### config.mk
export PLATFORM = sky130hd
export DESIGN_NAME = spi_reg_bridge
export DESIGN_NICKNAME = d
export VERILOG_FILES = /design/src/rtl/srb_pkg.sv /design/src/rtl/srb_bit_engine.sv /design/src/rtl/srb_bus_master.sv /design/src/rtl/srb_frame_ctrl.sv /design/src/rtl/spi_reg_bridge.sv
export SDC_FILE = /design/constraint.sdc
export NUM_CORES = 1
export LEC_CHECK = 0
export BUFFER_PORTS_ARGS = -buffer_cell sky130_fd_sc_hd__buf_2
export CAP_MARGIN = 0
export CORE_ASPECT_RATIO = 1.5
export CORE_MARGIN = 2
export CORE_UTILIZATION = 35
export CTS_CLUSTER_DIAMETER = 200
export DETAILED_ROUTE_END_ITERATION = 8
export GPL_TIMING_DRIVEN = 0
export PLACE_DENSITY = 0.49
export SLEW_MARGIN = 25
export SYNTH_ARGS = -nofsm -noshare
export SYNTH_HDL_FRONTEND = slang
export SYNTH_SLANG_ARGS = --single-unit
### constraint.sdc
create_clock -name clk -period 5.3 [get_ports clk]
set_input_delay 0.53 -clock clk [delete_from_list [all_inputs] [get_ports clk]]
set_output_delay 0.53 -clock clk [all_outputs]
set_load 0.01 [all_outputs]
### src/rtl/srb_pkg.sv
package srb_pkg;
    localparam int BYTE_W  = 8;
    localparam int ADDR_W  = 16;
    localparam int CMD_W   = 3;
    localparam int EXT_W   = ADDR_W - BYTE_W - (BYTE_W - CMD_W);
    localparam int RES_W   = BYTE_W - EXT_W - CMD_W;
    localparam int IRQ_N   = 3;

    localparam logic [CMD_W-1:0] CMD_NOP = 3'b000;
    localparam logic [CMD_W-1:0] CMD_RD  = 3'b010;
    localparam logic [CMD_W-1:0] CMD_WR  = 3'b100;
    localparam logic [CMD_W-1:0] CMD_EXT = 3'b110;

    typedef enum logic [2:0] {
        F_IDLE,
        F_ADDR_HI,
        F_ADDR_LO,
        F_ADDR_EXT,
        F_RD,
        F_WR,
        F_SKIP
    } frame_state_t;

    typedef enum logic {
        B_IDLE,
        B_BUSY
    } bus_state_t;
endpackage

### src/rtl/srb_bit_engine.sv
module srb_bit_engine #(
    parameter int BYTE_W = 8
) (
    input  logic              clk,
    input  logic              rst_n,
    input  logic              cs_n,
    input  logic              sclk,
    input  logic              mosi,
    input  logic [BYTE_W-1:0] first_tx,
    input  logic [BYTE_W-1:0] next_tx,
    output logic              miso,
    output logic              cs_start,
    output logic              byte_done,
    output logic [BYTE_W-1:0] rx_byte,
    output logic              tx_loaded
);
    localparam int CNT_W = $clog2(BYTE_W);
    localparam logic [CNT_W-1:0] LAST_BIT = CNT_W'(BYTE_W - 1);

    logic              sclk_q;
    logic              cs_q;
    logic [CNT_W-1:0]  bit_cnt;
    logic [BYTE_W-2:0] rx_sh;
    logic [BYTE_W-1:0] tx_sh;
    logic              rise;
    logic              fall;

    assign cs_start = cs_q & ~cs_n;
    assign rise     = ~cs_n & sclk & ~sclk_q;
    assign fall     = ~cs_n & ~sclk & sclk_q;
    assign miso     = cs_n ? 1'b0 : tx_sh[BYTE_W-1];

    always_ff @(posedge clk or negedge rst_n) begin
        if (!rst_n) begin
            sclk_q    <= 1'b0;
            cs_q      <= 1'b1;
            bit_cnt   <= '0;
            rx_sh     <= '0;
            tx_sh     <= '0;
            rx_byte   <= '0;
            byte_done <= 1'b0;
            tx_loaded <= 1'b0;
        end else begin
            sclk_q    <= sclk;
            cs_q      <= cs_n;
            byte_done <= 1'b0;
            tx_loaded <= 1'b0;
            if (cs_n) begin
                bit_cnt <= '0;
            end else if (cs_start) begin
                bit_cnt <= '0;
                tx_sh   <= first_tx;
            end else begin
                if (rise) begin
                    rx_sh <= {rx_sh[BYTE_W-3:0], mosi};
                    if (bit_cnt == LAST_BIT) begin
                        bit_cnt   <= '0;
                        byte_done <= 1'b1;
                        rx_byte   <= {rx_sh, mosi};
                    end else begin
                        bit_cnt <= bit_cnt + 1'b1;
                    end
                end
                if (fall) begin
                    if (bit_cnt == '0) begin
                        tx_sh     <= next_tx;
                        tx_loaded <= 1'b1;
                    end else begin
                        tx_sh <= {tx_sh[BYTE_W-2:0], 1'b0};
                    end
                end
            end
        end
    end
endmodule

### src/rtl/srb_bus_master.sv
module srb_bus_master
    import srb_pkg::*;
(
    input  logic              clk,
    input  logic              rst_n,
    input  logic              abort,
    input  logic              rd_go,
    input  logic              wr_go,
    input  logic [ADDR_W-1:0] addr,
    input  logic [BYTE_W-1:0] wdata,
    input  logic              bus_ack,
    input  logic [BYTE_W-1:0] bus_rdata,
    output logic              bus_req,
    output logic              bus_we,
    output logic [ADDR_W-1:0] bus_addr,
    output logic [BYTE_W-1:0] bus_wdata,
    output logic              rd_done,
    output logic              wr_done,
    output logic [BYTE_W-1:0] rd_data
);
    bus_state_t state, state_nxt;

    always_ff @(posedge clk or negedge rst_n) begin
        if (!rst_n) state <= B_IDLE;
        else        state <= state_nxt;
    end

    always_comb begin
        state_nxt = state;
        if (abort) begin
            state_nxt = B_IDLE;
        end else begin
            unique case (state)
                B_IDLE: if (rd_go || wr_go) state_nxt = B_BUSY;
                B_BUSY: if (bus_ack)        state_nxt = B_IDLE;
                default:                    state_nxt = B_IDLE;
            endcase
        end
    end

    always_ff @(posedge clk or negedge rst_n) begin
        if (!rst_n) begin
            bus_we    <= 1'b0;
            bus_addr  <= '0;
            bus_wdata <= '0;
        end else if (state == B_IDLE && !abort && (rd_go || wr_go)) begin
            bus_we    <= wr_go;
            bus_addr  <= addr;
            bus_wdata <= wdata;
        end
    end

    assign bus_req = (state == B_BUSY);
    assign rd_done = bus_req & bus_ack & ~bus_we;
    assign wr_done = bus_req & bus_ack & bus_we;
    assign rd_data = bus_rdata;
endmodule

### src/rtl/srb_frame_ctrl.sv
module srb_frame_ctrl
    import srb_pkg::*;
(
    input  logic                      clk,
    input  logic                      rst_n,
    input  logic                      cs_n,
    input  logic                      cs_start,
    input  logic                      byte_done,
    input  logic [BYTE_W-1:0]         rx_byte,
    input  logic                      tx_loaded,
    input  logic [(IRQ_N-1)*BYTE_W-1:0] irq_upper,
    input  logic                      rd_done,
    input  logic                      wr_done,
    input  logic [BYTE_W-1:0]         rd_data,
    output logic [BYTE_W-1:0]         next_tx,
    output logic [ADDR_W-1:0]         addr,
    output logic [BYTE_W-1:0]         wdata,
    output logic                      rd_go,
    output logic                      wr_go
);
    localparam int LO_W = BYTE_W - CMD_W;

    frame_state_t state, state_nxt;
    logic [BYTE_W-1:0]           hi_byte;
    logic [(IRQ_N-1)*BYTE_W-1:0] snap;
    logic [CMD_W-1:0]            cmd_lo;
    logic [CMD_W-1:0]            cmd_ext;
    logic [RES_W-1:0]            res_ext;
    logic                        ext_ok_rd;
    logic                        ext_ok_wr;

    assign cmd_lo    = rx_byte[CMD_W-1:0];
    assign cmd_ext   = rx_byte[RES_W +: CMD_W];
    assign res_ext   = rx_byte[RES_W-1:0];
    assign ext_ok_rd = (res_ext == '0) && (cmd_ext == CMD_RD);
    assign ext_ok_wr = (res_ext == '0) && (cmd_ext == CMD_WR);

    always_ff @(posedge clk or negedge rst_n) begin
        if (!rst_n) state <= F_IDLE;
        else        state <= state_nxt;
    end

    always_comb begin
        state_nxt = state;
        if (cs_n) begin
            state_nxt = F_IDLE;
        end else begin
            unique case (state)
                F_IDLE:    state_nxt = F_ADDR_HI;
                F_ADDR_HI: if (byte_done) state_nxt = F_ADDR_LO;
                F_ADDR_LO: begin
                    if (byte_done) begin
                        if      (cmd_lo == CMD_EXT) state_nxt = F_ADDR_EXT;
                        else if (cmd_lo == CMD_RD)  state_nxt = F_RD;
                        else if (cmd_lo == CMD_WR)  state_nxt = F_WR;
                        else                        state_nxt = F_SKIP;
                    end
                end
                F_ADDR_EXT: begin
                    if (byte_done) begin
                        if      (ext_ok_rd) state_nxt = F_RD;
                        else if (ext_ok_wr) state_nxt = F_WR;
                        else                state_nxt = F_SKIP;
                    end
                end
                F_RD, F_WR, F_SKIP: state_nxt = state;
                default:            state_nxt = F_IDLE;
            endcase
        end
    end

    always_ff @(posedge clk or negedge rst_n) begin
        if (!rst_n) begin
            hi_byte <= '0;
            snap    <= '0;
            next_tx <= '0;
            addr    <= '0;
            wdata   <= '0;
            rd_go   <= 1'b0;
            wr_go   <= 1'b0;
        end else begin
            rd_go <= 1'b0;
            wr_go <= 1'b0;
            if (cs_start) snap <= irq_upper;
            if (!cs_n) begin
                unique case (state)
                    F_IDLE: ;
                    F_ADDR_HI: begin
                        if (byte_done) begin
                            hi_byte <= rx_byte;
                            next_tx <= snap[BYTE_W-1:0];
                        end
                    end
                    F_ADDR_LO: begin
                        if (byte_done) begin
                            addr    <= {EXT_W'(0), hi_byte, rx_byte[BYTE_W-1 -: LO_W]};
                            next_tx <= (cmd_lo == CMD_EXT) ? snap[BYTE_W +: BYTE_W] : '0;
                            rd_go   <= (cmd_lo == CMD_RD);
                        end
                    end
                    F_ADDR_EXT: begin
                        if (byte_done) begin
                            addr[ADDR_W-1 -: EXT_W] <= rx_byte[BYTE_W-1 -: EXT_W];
                            next_tx <= '0;
                            rd_go   <= ext_ok_rd;
                        end
                    end
                    F_RD: begin
                        if (rd_done) next_tx <= rd_data;
                        if (tx_loaded) begin
                            addr  <= addr + 1'b1;
                            rd_go <= 1'b1;
                        end
                    end
                    F_WR: begin
                        next_tx <= '0;
                        if (byte_done) begin
                            wdata <= rx_byte;
                            wr_go <= 1'b1;
                        end
                        if (wr_done) addr <= addr + 1'b1;
                    end
                    F_SKIP:  next_tx <= '0;
                    default: next_tx <= '0;
                endcase
            end
        end
    end
endmodule

### src/rtl/spi_reg_bridge.sv
module spi_reg_bridge
    import srb_pkg::*;
(
    input  logic                      clk,
    input  logic                      rst_n,
    input  logic                      cs_n,
    input  logic                      sclk,
    input  logic                      mosi,
    output logic                      miso,
    input  logic [IRQ_N*BYTE_W-1:0]   irq_flags,
    output logic                      bus_req,
    output logic                      bus_we,
    output logic [ADDR_W-1:0]         bus_addr,
    output logic [BYTE_W-1:0]         bus_wdata,
    input  logic [BYTE_W-1:0]         bus_rdata,
    input  logic                      bus_ack
);
    logic              cs_start;
    logic              byte_done;
    logic              tx_loaded;
    logic [BYTE_W-1:0] rx_byte;
    logic [BYTE_W-1:0] next_tx;
    logic [ADDR_W-1:0] acc_addr;
    logic [BYTE_W-1:0] acc_wdata;
    logic              rd_go;
    logic              wr_go;
    logic              rd_done;
    logic              wr_done;
    logic [BYTE_W-1:0] rd_data;

    srb_bit_engine #(.BYTE_W(BYTE_W)) u_eng (
        .clk       (clk),
        .rst_n     (rst_n),
        .cs_n      (cs_n),
        .sclk      (sclk),
        .mosi      (mosi),
        .first_tx  (irq_flags[BYTE_W-1:0]),
        .next_tx   (next_tx),
        .miso      (miso),
        .cs_start  (cs_start),
        .byte_done (byte_done),
        .rx_byte   (rx_byte),
        .tx_loaded (tx_loaded)
    );

    srb_frame_ctrl u_ctrl (
        .clk       (clk),
        .rst_n     (rst_n),
        .cs_n      (cs_n),
        .cs_start  (cs_start),
        .byte_done (byte_done),
        .rx_byte   (rx_byte),
        .tx_loaded (tx_loaded),
        .irq_upper (irq_flags[IRQ_N*BYTE_W-1:BYTE_W]),
        .rd_done   (rd_done),
        .wr_done   (wr_done),
        .rd_data   (rd_data),
        .next_tx   (next_tx),
        .addr      (acc_addr),
        .wdata     (acc_wdata),
        .rd_go     (rd_go),
        .wr_go     (wr_go)
    );

    srb_bus_master u_bus (
        .clk       (clk),
        .rst_n     (rst_n),
        .abort     (cs_n),
        .rd_go     (rd_go),
        .wr_go     (wr_go),
        .addr      (acc_addr),
        .wdata     (acc_wdata),
        .bus_ack   (bus_ack),
        .bus_rdata (bus_rdata),
        .bus_req   (bus_req),
        .bus_we    (bus_we),
        .bus_addr  (bus_addr),
        .bus_wdata (bus_wdata),
        .rd_done   (rd_done),
        .wr_done   (wr_done),
        .rd_data   (rd_data)
    );
endmodule

; ---- After elaboration in Yosys (flattened, before gate mapping)
; Index checks and enable logic that the tools add are counted.
[totals]
register_bits = 117
inputBits = 38
out_inout_bits = 27
wordCells = 133
[classes]
n_addsub = 2
n_eq_ne = 22
muxes = 50
bitwise = 15
n_reduce_logical = 23
[op_table]
columns = op, n
row1 = 2-to-1 mux 8 bit, 8
row2 = 2-to-1 mux 16 bit, 3
row3 = case mux 8 bit (5 select lines), 1
row4 = case mux 13 bit (3 select lines), 1
row5 = 2-to-1 mux 3 bit, 12
row6 = equality test 3 bit (second input constant), 7
row7 = 2-to-1 mux 1 bit, 19
row8 = adder 16 x 1 -> 16 bit (second input constant), 1
row9 = case mux 3 bit (5 select lines), 1
row10 = equality test 3 x 2 -> 1 bit (second input constant), 4
row11 = != test 2 bit (second input constant), 6
row12 = case mux 3 bit (4 select lines), 1
row13 = AND reduction 6 bit, 2
row14 = != test 3 bit (second input constant), 3
row15 = AND reduction 3 bit, 3
row16 = bitwise AND 1 bit, 8
row17 = AND reduction 4 bit, 2
row18 = NOT 1 bit, 7
row19 = zero test 3 bit, 2
row20 = nonzero test 3 bit, 2
row21 = AND reduction 5 bit, 1
row22 = logical AND 1 bit, 4
row23 = 2-to-1 mux 2 bit, 2
row24 = nonzero test 4 bit, 1
row25 = other kinds (11), 11

; ---- Logic depth before layout (Yosys ltp)
; Gate-level depths: netlist (run 1).
[depth]
ltp_word = 7
depth_mapped = 8
mapped_depth_nobuf = 6

; ---- Cells and area by module
; A second synthesis (run 1) with hierarchy kept.
[hier_totals]
hier_cells = 482
hier_area_um2 = 5846.9
[modules_own_cells]
columns = mod, instances, cells_each, area_per_inst_um2, seq_area_each_um2
row1 = srb_frame_ctrl, 1, 298, 3278.1, 1526.5
row2 = srb_bit_engine, 1, 114, 1406.3, 752.0
row3 = srb_bus_master, 1, 70, 1162.4, 650.6

; ---- Least setup slack after synthesis (run 1)
; Ideal clock, no wire load.
[synth_path]
path_type = register to register
start = register u_ctrl.state[1]
end = register u_ctrl.addr[11]
setup_ns = 0.124
arrival_ns = 1.893
t_required_ns = 5.176
path_slack_ns = 3.283
stages_incl_launch_ff = 8
n_path_buf = 2
period_less_slack_ns = 2.017
path_cell_list = dfrtp_1 buf_2 clkinv_1 ha_1 mux2i_1 buf_4 nor3_2 a2bb2oi_2
[synth_between]
elab_chain_len = 3
elab_cells_between_ends = 9
classes_between = 6 x eq/ne / 1 x mux / 2 x reduce/logical
[synth_rtl]
columns = element, line
row1 = from (decl), srb_frame_ctrl.sv:23  ; frame_state_t state, state_nxt;
row2 = from (signal assigned), srb_frame_ctrl.sv:40  ; else state <= state_nxt;
row3 = equality test 3 bit / equality test 3 x 2 -> 1 bit (equally long branches), srb_frame_ctrl.sv:86  ; unique case (state)
row4 = "!= test 2 x 1 -> 1 bit (no line), or another cell as far along", n/a
row5 = AND reduction 5 bit (no line), n/a
row6 = to (signal assigned), srb_frame_ctrl.sv:96  ; addr <= {EXT_W'(0), hi_byte, rx_byte[BYTE_W-1 -: LO_W]};
row7 = "to (signal, indexed assignment)", srb_frame_ctrl.sv:103  ; addr[ADDR_W-1 -: EXT_W] <= rx_byte[BYTE_W-1 -: EXT_W];
row8 = to (signal assigned), srb_frame_ctrl.sv:111  ; addr <= addr + 1'b1;
row9 = to (decl), srb_frame_ctrl.sv:16  ; output logic [ADDR_W-1:0] addr,
; Parallel ways exist; a longest one is shown, timed or not.
; A chain may end at the register's enable or synchronous reset.

; ---- Final worst setup path (run 1)
[layout_path]
start = register u_ctrl.state[1]
end = register u_ctrl.addr[4]
; Same word-level chain as after synthesis.

==> results.txt, run 1 <==
----------------------------------------------------
[Status]
  Run status ... complete, no violations

[Logic synthesis]
  Most area-hungry cell type in the Yosys netlist ... sky130_fd_sc_hd__dfrtp_1
  Net count after synthesis ... 519
  Main flop type after synthesis ... sky130_fd_sc_hd__dfrtp_1
  Fraction of synthesized cell area taken by the top area cell type ... 51.6%
  Syn avg cell area ... 11.9 sq um
  Leading cell types by total area after synthesis ... sky130_fd_sc_hd__dfrtp_1 (52%), sky130_fd_sc_hd__mux2_2 (14%), sky130_fd_sc_hd__mux2i_1 (2.0%), sky130_fd_sc_hd__nand2_1 (1.7%), sky130_fd_sc_hd__o21ai_0 (1.7%)
  FF+latch count, synth ... 117
  Synth warn ... 0
  Number of distinct library cells after synthesis ... 64
  Sequential cell area fraction in the yosys report ... 52.1%
  Post-synthesis instance total ... 474
  Area of the mapped netlist ... 5620 sq um
  Number of enable-type register cells in the synthesized netlist ... 0
  Post-synthesis async set-or-reset flop share ... 100%

[Final layout]
  Number of filler instances in the final layout ... 1559
  Antenna diode instance count ... 0
  Core utilization of the finished layout ... 43.2%
  Register Area ... 2930 sq um
  Signed area change from the synthesized netlist to the final layout ... 20.5%
  # nets final ... 603
  Total area of multi-input combinational cells ... 2480 sq um
  Fraction of layout cells with a size suffix above 1 ... 35.8%

[Routing]
  Vias/cell ... 5.31
  Detailed Route Iter0 Violations ... 196
  Router iterations before antenna repair ... 4
  Number of vias in the routed layout ... 4103
  Remaining design rule violation count ... 0
  Total Routed Length ... 13700 um
  Post-route ant nets ... 0
  Routed wirelength normalized by instance count ... 17.8 um

[STA]
  Tightest Pin Transition ... 0.623 ns
  Minimum clock period ... 2.61 ns
  Layout Skew ... 0.0116 ns
  Total negative slack for setup checks ... 0 ns
  Final cycle utilization of the critical path ... 49.2%
  Final-report max-slew violation count ... 0
  Hold violation total from the final report ... 0
  RSZ-0062 raised after global routing ... no
  Tightest slew margin relative to the limit ... 57.3%
  Worst setup slack after layout ... 2.69 ns
  Final setup violation count ... 0
  Highest achievable clock rate ... 0.383 GHz

[Pwr]
  Ratio of total power to cell area ... 412 nW/um^2
  Leakage power summed over all cells ... 0.00306 uW
  Largest vdd supply drop ... 0.198 mV
  Overall power of the completed layout ... 2790 uW

[Global routing]
  Met3 Resource Use GR ... 3.89%
  Global routing usage on met2 ... 29.8%
  Antenna violations before repair ... 0
  Number of global-route vias before repair ... 4332
  Overall routing resource usage ... 16.9%
  Largest net degree at the start of global routing ... 65
  Total congestion overflow after global routing ... 0
  First-pass GRT wire length ... 22500 um
  Grt peak-use layer ... met2
  GRT met1 Usage ... 19.4%

[Placement]
  Post-placement worst setup slack ... 2.67 ns
  HPWL after detailed placement ... 10000 um
  RD Place Congestion ... 0.856
  Count of buffers inserted at the top-level ports ... 64

[Worst setup path]
  Start-to-end type of the worst setup path ... reg2reg
  CP Capture Type ... flop
  Endpoint required time on the critical path ... 5.57 ns
  Critical path, cell by cell ... buf_2, clkinv_1, ha_1, mux2i_1, buf_4, nor3_2, a2bb2oi_1
  End of the worst register-to-register path ... u_ctrl.addr[4]
  Beginning of the worst register-to-register path ... u_ctrl.state[1]
  Sort of element at the start of the critical path ... flop
  Worst path slowest cell ... sky130_fd_sc_hd__mux2i_1
  Signal arrival time at the worst endpoint ... 2.88 ns
  Delay of the slowest cell on the worst path ... 0.50 ns
  Crit Path Max Fanout ... 10
  Flop-to-flop setup slack ... 2.69 ns
  FF-to-FF path depth ... 7

[Clock tree]
  Htree depth ... 4
  Post-CTS Setup Repair Bufs ... 0
  Hold-fix buffer count after cts ... 0
  Clock slew at the register clock pins of the worst setup and hold paths ... 0.06 ns
  Post-cts resize count ... 0
  Clk root buf ... sky130_fd_sc_hd__clkbuf_16
  Insertion delay to the later sink of the worst-skew pair ... 0.41 ns
  Number of CTS-inserted buffers ... 17
  CTS tree ... yes
  CTS max path bufs ... 2
  Number of sinks handled by clock tree synthesis ... 117

[Run]
  MaxCap Viol Count ... 0

[Floorplan]
  Die outline height ... 159 um
  Core Region ... 15700 sq um
  Die X-Extent ... 107 um
  DIE AREA ... 17100 sq um
  Row cnt ... 56
  Boundary pin count ... 65
  Initial core utilization ... 35.8%

[Min path]
  Worst hold path type ... in2async

----------------------------------------------------
## synthesized netlist by cell type, types with 8 or more instances
cell,instances
sky130_fd_sc_hd__dfrtp_1,116
sky130_fd_sc_hd__mux2_2,68
sky130_fd_sc_hd__nand2_1,26
sky130_fd_sc_hd__o21ai_0,19
sky130_fd_sc_hd__clkbuf_1,17
sky130_fd_sc_hd__nor2_1,16
sky130_fd_sc_hd__nand3_1,13
sky130_fd_sc_hd__buf_2,11
sky130_fd_sc_hd__mux2i_1,11
sky130_fd_sc_hd__o22ai_1,10
sky130_fd_sc_hd__a21oi_1,9
sky130_fd_sc_hd__inv_1,9
sky130_fd_sc_hd__a22oi_1,8
sky130_fd_sc_hd__a2bb2oi_1,8
sky130_fd_sc_hd__nor2b_1,8
sky130_fd_sc_hd__nor3_2,8
## power by group
| group | switching, uW | total (uW) | internal (uW) |
|---|---|---|---|
| Clock | 402 | 1040 | 637 |
| Combinational | 344 | 611 | 266 |
| Sequential | 123 | 1140 | 1020 |
| Total | 869 | 2790 | 1920 |
## area by class of cell
cell class                      count  area share (%)
Inverter                           10           0.554
Clock buffer                       18            6.34
Sequential cell                   117            43.2
Timing Repair Buffer               65            5.28
Multi-Input combinational cell    313            36.7
Clock inverter                     13            1.63
Buffer                             34            2.55
Tap cell                          203            3.75
## routing by layer
layer | routed length, um | up-vias
li1 | - | 1928
met1 | 5530 | 2056
met2 | 7440 | 102
met3 | 476 | 17
met4 | 270 | 0
met5 | 0 | -
## worst max-delay path, delay by kind of cell (launching register included)
family | cells | cell delay [ns]
compound gates | 1 | 0.13
mux | 1 | 0.50
flops | 1 | 0.46
fa+ha+maj | 1 | 0.38
buf+inv | 3 | 0.93
simple gates | 1 | 0.07
## worst max-delay path by stage
| stage | startpoint | to | slack, ns | cells after the start |
|---|---|---|---|---|
| after CTS | u_ctrl.state[1] | u_ctrl.addr[4] | 2.66 | 7 |
| final | u_ctrl.state[1] | u_ctrl.addr[4] | 2.69 | 7 |
| after global placement | rst_n | u_eng.bit_cnt[2] | 2.19 | 1 |
| after global routing | u_ctrl.state[1] | u_ctrl.addr[4] | 2.46 | 7 |
| after floorplan | u_ctrl.state[1] | u_ctrl.addr[11] | 3.28 | 7 |
| after detailed placement | u_ctrl.state[1] | u_ctrl.addr[4] | 2.67 | 7 |
## metrics by stage
stage | cells | area (sq um) | hold slack [ns]
after floorplan | 474 | 5620 | 0.234
after global placement | 741 | 6200 | 0.469
after detailed placement | 742 | 6230 | 0.471
after CTS | 773 | 6770 | 0.0311
after global routing | 773 | 6770 | 0.0335
final | 773 | 6770 | 0.0221
## layout by cell type, fill, tap and decap left out, types with 11 or more instances in the layout
cell type                   count
sky130_fd_sc_hd__dfrtp_1      116
sky130_fd_sc_hd__clkbuf_16     17
sky130_fd_sc_hd__o21ai_0       19
sky130_fd_sc_hd__mux2_2        68
sky130_fd_sc_hd__mux2i_1       11
sky130_fd_sc_hd__buf_2         74
sky130_fd_sc_hd__clkbuf_1      18
sky130_fd_sc_hd__nand2_1       26
sky130_fd_sc_hd__nor2_1        16
sky130_fd_sc_hd__nand3_1       13
## sequential cells by signal, summed over array words and instances (netlist names), 3 cells and up
signal,cells
u_ctrl.hi_byte,8
u_eng.tx_sh,8
u_ctrl.wdata,8
u_ctrl.snap,16
u_ctrl.state,3
u_eng.rx_byte,8
u_ctrl.addr,16
u_bus.bus_wdata,8
u_eng.rx_sh,7
u_eng.bit_cnt,3
u_ctrl.next_tx,8
u_bus.bus_addr,16
## logic make-up after synthesis
logic type / after synthesis / share of synthesized area, %
AO/OA/AOI/OAI: 106 / 14.2
XOR/XNOR: 2 / 0.312
adder cells (fa/ha/maj): 7 / 1.56
buffers and inverters: 44 / 3.74
flip-flops: 117 / 52.1
multiplexers: 79 / 15.6
AND/OR/NAND/NOR: 119 / 12.6
Power figures use the tool's default switching activity.
==> run 2, diff against run 1 <==
--- a/config.mk
+++ b/config.mk
@@ -5,6 +5,7 @@
 export SDC_FILE = /design/constraint.sdc
 export NUM_CORES = 1
 export LEC_CHECK = 0
+export ABC_AREA = 1
 export BUFFER_PORTS_ARGS = -buffer_cell sky130_fd_sc_hd__buf_2
 export CAP_MARGIN = 0
 export CORE_ASPECT_RATIO = 1.5
==> constraint.sdc (replaced) <==
create_clock -name clk -period 2.65 [get_ports clk]
set_input_delay 0.265 -clock clk [delete_from_list [all_inputs] [get_ports clk]]
set_output_delay 0.265 -clock clk [all_outputs]
set_load 0.01 [all_outputs]
==> results.txt, run 2 <==
----------------------------------------------------
[Status]
  Run status ... complete, no violations

[Logic synthesis]
  Leading cell types by total area after synthesis ... sky130_fd_sc_hd__dfrtp_1 (52%), sky130_fd_sc_hd__nand2_1 (11%), sky130_fd_sc_hd__o21ai_0 (9.3%), sky130_fd_sc_hd__inv_1 (4.9%), sky130_fd_sc_hd__nor2_1 (3.9%)
  Post-synthesis instance total ... 665 (+40%)
  Syn avg cell area ... 8.41 sq um (-29%)
  Main flop type after synthesis ... sky130_fd_sc_hd__dfrtp_1
  Number of distinct library cells after synthesis ... 38 (-41%)
  FF+latch count, synth ... 117 (unchanged)
  Fraction of synthesized cell area taken by the top area cell type ... 51.9% (+0.30 points)
  Area of the mapped netlist ... 5590 sq um (-0.58%)
  Most area-hungry cell type in the Yosys netlist ... sky130_fd_sc_hd__dfrtp_1
  Net count after synthesis ... 710 (+37%)
  Sequential cell area fraction in the yosys report ... 52.4% (+0.30 points)
  Number of enable-type register cells in the synthesized netlist ... 0 (unchanged)
  Synth warn ... 0 (unchanged)
  Most used standard cell by instance count after synthesis ... sky130_fd_sc_hd__nand2_1
  Post-synthesis async set-or-reset flop share ... 100% (unchanged)
  Top cell types by occurrence after synthesis ... sky130_fd_sc_hd__nand2_1 (169), sky130_fd_sc_hd__dfrtp_1 (116), sky130_fd_sc_hd__o21ai_0 (104)

[STA]
  Worst Hold Margin ... 0.0465 ns (+0.0244 ns)
  Tightest slew margin relative to the limit ... 64.2% (+6.9 points)
  Tightest Pin Transition ... 0.535 ns (-0.0875 ns)
  Hold violation total from the final report ... 0 (unchanged)
  Final cycle utilization of the critical path ... 71.9% (+23 points)
  Final setup violation count ... 0 (unchanged)
  Minimum clock period ... 1.90 ns (-0.703 ns)
  Layout Skew ... 0.00702 ns (-0.00457 ns)
  Final-report max-slew violation count ... 0 (unchanged)
  RSZ-0062 raised after global routing ... no
  Worst setup slack after layout ... 0.745 ns (-1.95 ns)
  Highest achievable clock rate ... 0.525 GHz (+37%)

[Worst setup path]
  Critical path, cell by cell ... inv_2, ha_1, clkbuf_8, dlygate4sd1_1, nor2_1, nor2_1, o21ai_0, nand2_1
  Beginning of the worst register-to-register path ... u_ctrl.state[1]
  Signal arrival time at the worst endpoint ... 2.20 ns (-0.68 ns)
  Library cell appearing most often on the critical path ... sky130_fd_sc_hd__nor2_1
  Sort of element at the start of the critical path ... flop
  End of the worst register-to-register path ... u_ctrl.addr[6]
  Flop-to-flop setup slack ... 0.75 ns (-1.95 ns)
  Crit Path Max Fanout ... 10 (unchanged)
  Number of buffer and inverter stages on the critical path ... 3 (unchanged)
  Endpoint required time on the critical path ... 2.94 ns (-2.63 ns)
  Stages on worst setup path ... 8 (+1)
  CP Capture Type ... flop
  FF-to-FF path depth ... 8 (+1)
  Gate family responsible for the most delay along the worst path ... buffers and inverters
  Delay of the slowest cell on the worst path ... 0.53 ns (+0.03 ns)
  Start-to-end type of the worst setup path ... reg2reg
  Worst path slowest cell ... sky130_fd_sc_hd__dfrtp_1

[Placement]
  Total cell area at the placement stage ... 6200 sq um (-0.52%)
  Count of buffers inserted at the top-level ports ... 64 (unchanged)
  HPWL after detailed placement ... 10700 um (+6.9%)
  Cells after DPL ... 933 (+26%)
  Post-placement worst setup slack ... 0.759 ns (-1.92 ns)
  RD Place Congestion ... 0.839 (-2.0%)

[Clock tree]
  Clk root buf ... sky130_fd_sc_hd__clkbuf_16
  Number of CTS-inserted buffers ... 17 (unchanged)
  Post-cts resize count ... 0 (unchanged)
  CTS max path bufs ... 2 (unchanged)
  Post-CTS Setup Repair Bufs ... 0 (unchanged)
  Number of sinks handled by clock tree synthesis ... 117 (unchanged)
  Clock slew at the register clock pins of the worst setup and hold paths ... 0.05 ns (about the same)
  CTS tree ... yes
  Insertion delay to the later sink of the worst-skew pair ... 0.42 ns (about the same)
  Htree depth ... 4 (unchanged)

[Final layout]
  Antenna diode instance count ... 0 (unchanged)
  Register Area ... 2930 sq um (unchanged)
  Most common library cell in the layout ignoring fill and taps ... sky130_fd_sc_hd__nand2_1
  Signed area change from the synthesized netlist to the final layout ... 22.3%
  Post-route insts no fill ... 968 (+25%)
  Fraction of layout cells with a size suffix above 1 ... 20.3% (-16 points)
  Design Area, Final ... 6840 sq um (+0.91%)
  Most used cells in the layout excluding fill and tap cells ... sky130_fd_sc_hd__nand2_1 (169), sky130_fd_sc_hd__dfrtp_1 (116), sky130_fd_sc_hd__o21ai_0 (104)
  Number of filler instances in the final layout ... 1578 (+1.2%)
  # nets final ... 797 (+32%)
  Total area of multi-input combinational cells ... 2220 sq um (-10%)
  Biggest regs ... u_bus.bus_addr (16), u_ctrl.addr (16), u_ctrl.snap (16)

[Global routing]
  Number of global-route vias before repair ... 4816 (+11%)
  Antenna violations before repair ... 0 (unchanged)
  First-pass GRT wire length ... 23500 um (+4.6%)
  Overall routing resource usage ... 17.9% (+0.96 points)
  Total congestion overflow after global routing ... 0 (unchanged)
  Largest net degree at the start of global routing ... 73 (+12%)

[Floorplan]
  Boundary pin count ... 65 (unchanged)
  Row cnt ... 56 (unchanged)
  Die X-Extent ... 107 um (-0.28%)
  DIE AREA ... 17000 sq um (-0.56%)
  Initial core utilization ... 35.8% (-0.048 points)
  Die outline height ... 159 um (-0.28%)
  Core Region ... 15600 sq um (-0.45%)

[Min path]
  Worst hold endpoint ... u_ctrl.snap[10]
  Worst hold path type ... in2reg
  Hold_sp ... irq_flags[18]
  WHS Path Cells ... 3

[Routing]
  Vias/cell ... 4.79 (-9.8%)
  Total Routed Length ... 14200 um (+3.7%)
  Router iterations before antenna repair ... 4 (unchanged)
  Number of vias in the routed layout ... 4635 (+13%)
  Detailed Route Iter0 Violations ... 196 (unchanged)
  Remaining design rule violation count ... 0 (unchanged)
  Post-route ant nets ... 0 (unchanged)
  Routed wirelength normalized by instance count ... 14.7 um (-17%)

[Pwr]
  Ratio of total power to cell area ... 873 nW/um^2 (+110%)
  Leakage power summed over all cells ... 0.00333 uW (+9.0%)
  Largest vdd supply drop ... 0.436 mV (+120%)
  Overall power of the completed layout ... 5970 uW (+110%)

[Run]
  MaxCap Viol Count ... 0 (unchanged)

----------------------------------------------------
==> run 2: cell types whose count changed in the layout (fill, tap and decap cells not counted), moves of 10 or more <==
cell and delta:
sky130_fd_sc_hd__mux2_2 -62, sky130_fd_sc_hd__inv_1 +64, sky130_fd_sc_hd__nand2_1 +143, sky130_fd_sc_hd__clkbuf_1 -10, sky130_fd_sc_hd__nor2_1 +42, sky130_fd_sc_hd__o21ai_2 +14
sky130_fd_sc_hd__mux2i_1 -11, sky130_fd_sc_hd__o21ai_0 +85, sky130_fd_sc_hd__nand3_1 +20
==> run 2: cell type report <==
class                      count  area share (%)
timing repair buffer          68            5.67
clock buffer                  23            6.99
clock inverter                 9            1.83
inverter                      80            4.39
tap                          203            3.72
sequential                   117            42.9
multi-input combinational    449            32.5
buffer                        19            2.01
==> run 2: worst max-delay path by stage <==
stage                    start        endpoint  slack (ns)
6_report       u_ctrl.state[1]  u_ctrl.addr[6]        0.75
5_1_grt        u_ctrl.state[1]  u_ctrl.addr[6]        0.62
4_1_cts        u_ctrl.state[1]  u_ctrl.addr[6]        0.75
3_5_place_dp   u_ctrl.state[1]  u_ctrl.addr[6]        0.76
3_3_place_gp             rst_n  u_eng.rx_sh[6]       -0.21
2_1_floorplan  u_ctrl.state[1]  u_ctrl.addr[7]        1.04
==> run 2: metrics by stage <==
| step | setup TNS (ns) | util (%) |
|---|---|---|
| detailed placement | 0 | 39.7 |
| finish | 0 | 43.7 |
| global placement | -23.18 | 39.5 |
| global route | 0 | 43.7 |
| floorplan | 0 | - |
| CTS | 0 | 43.7 |
==> run 2: kinds of logic after synthesis <==
group | Yosys count | synth area share [%]
flops | 117 | 52.4
simple gates | 287 | 21.7
mux | 6 | 1.21
compound gates | 145 | 14.7
buf+inv | 99 | 7.83
xor+xnor | 4 | 0.627
fa+ha+maj | 7 | 1.57
==> run 2: repair_timing <==
| item | 4_1_cts | 5_1_grt |
|---|---|---|
| hold buffers | 3 | 0 |
| endpoints found under the hold margin | 47 | 0 |
| setup endpoints to repair | 0 | 0 |
==> run 2: power breakdown <==
group,internal (uW),switching (uW)
Sequential,2090,264
Combinational,456,808
Clock,1540,802
==> run 2: worst register-to-register path, delay by kind of cell, from the launching register on <==
kind                     cells  cell delay (ns)
flip-flops                   1             0.53
AO/OA/AOI/OAI                1             0.12
buffers and inverters        3             0.63
adder cells (fa/ha/maj)      1             0.22
AND/OR/NAND/NOR              3             0.29
==> run 2: routing by layer <==
layer  GRT usage (%)  share of wire (%)
met5               0                  0
met4            9.80                3.6
met3            3.41                2.7
met2            32.7                 55
met1            18.7                 39
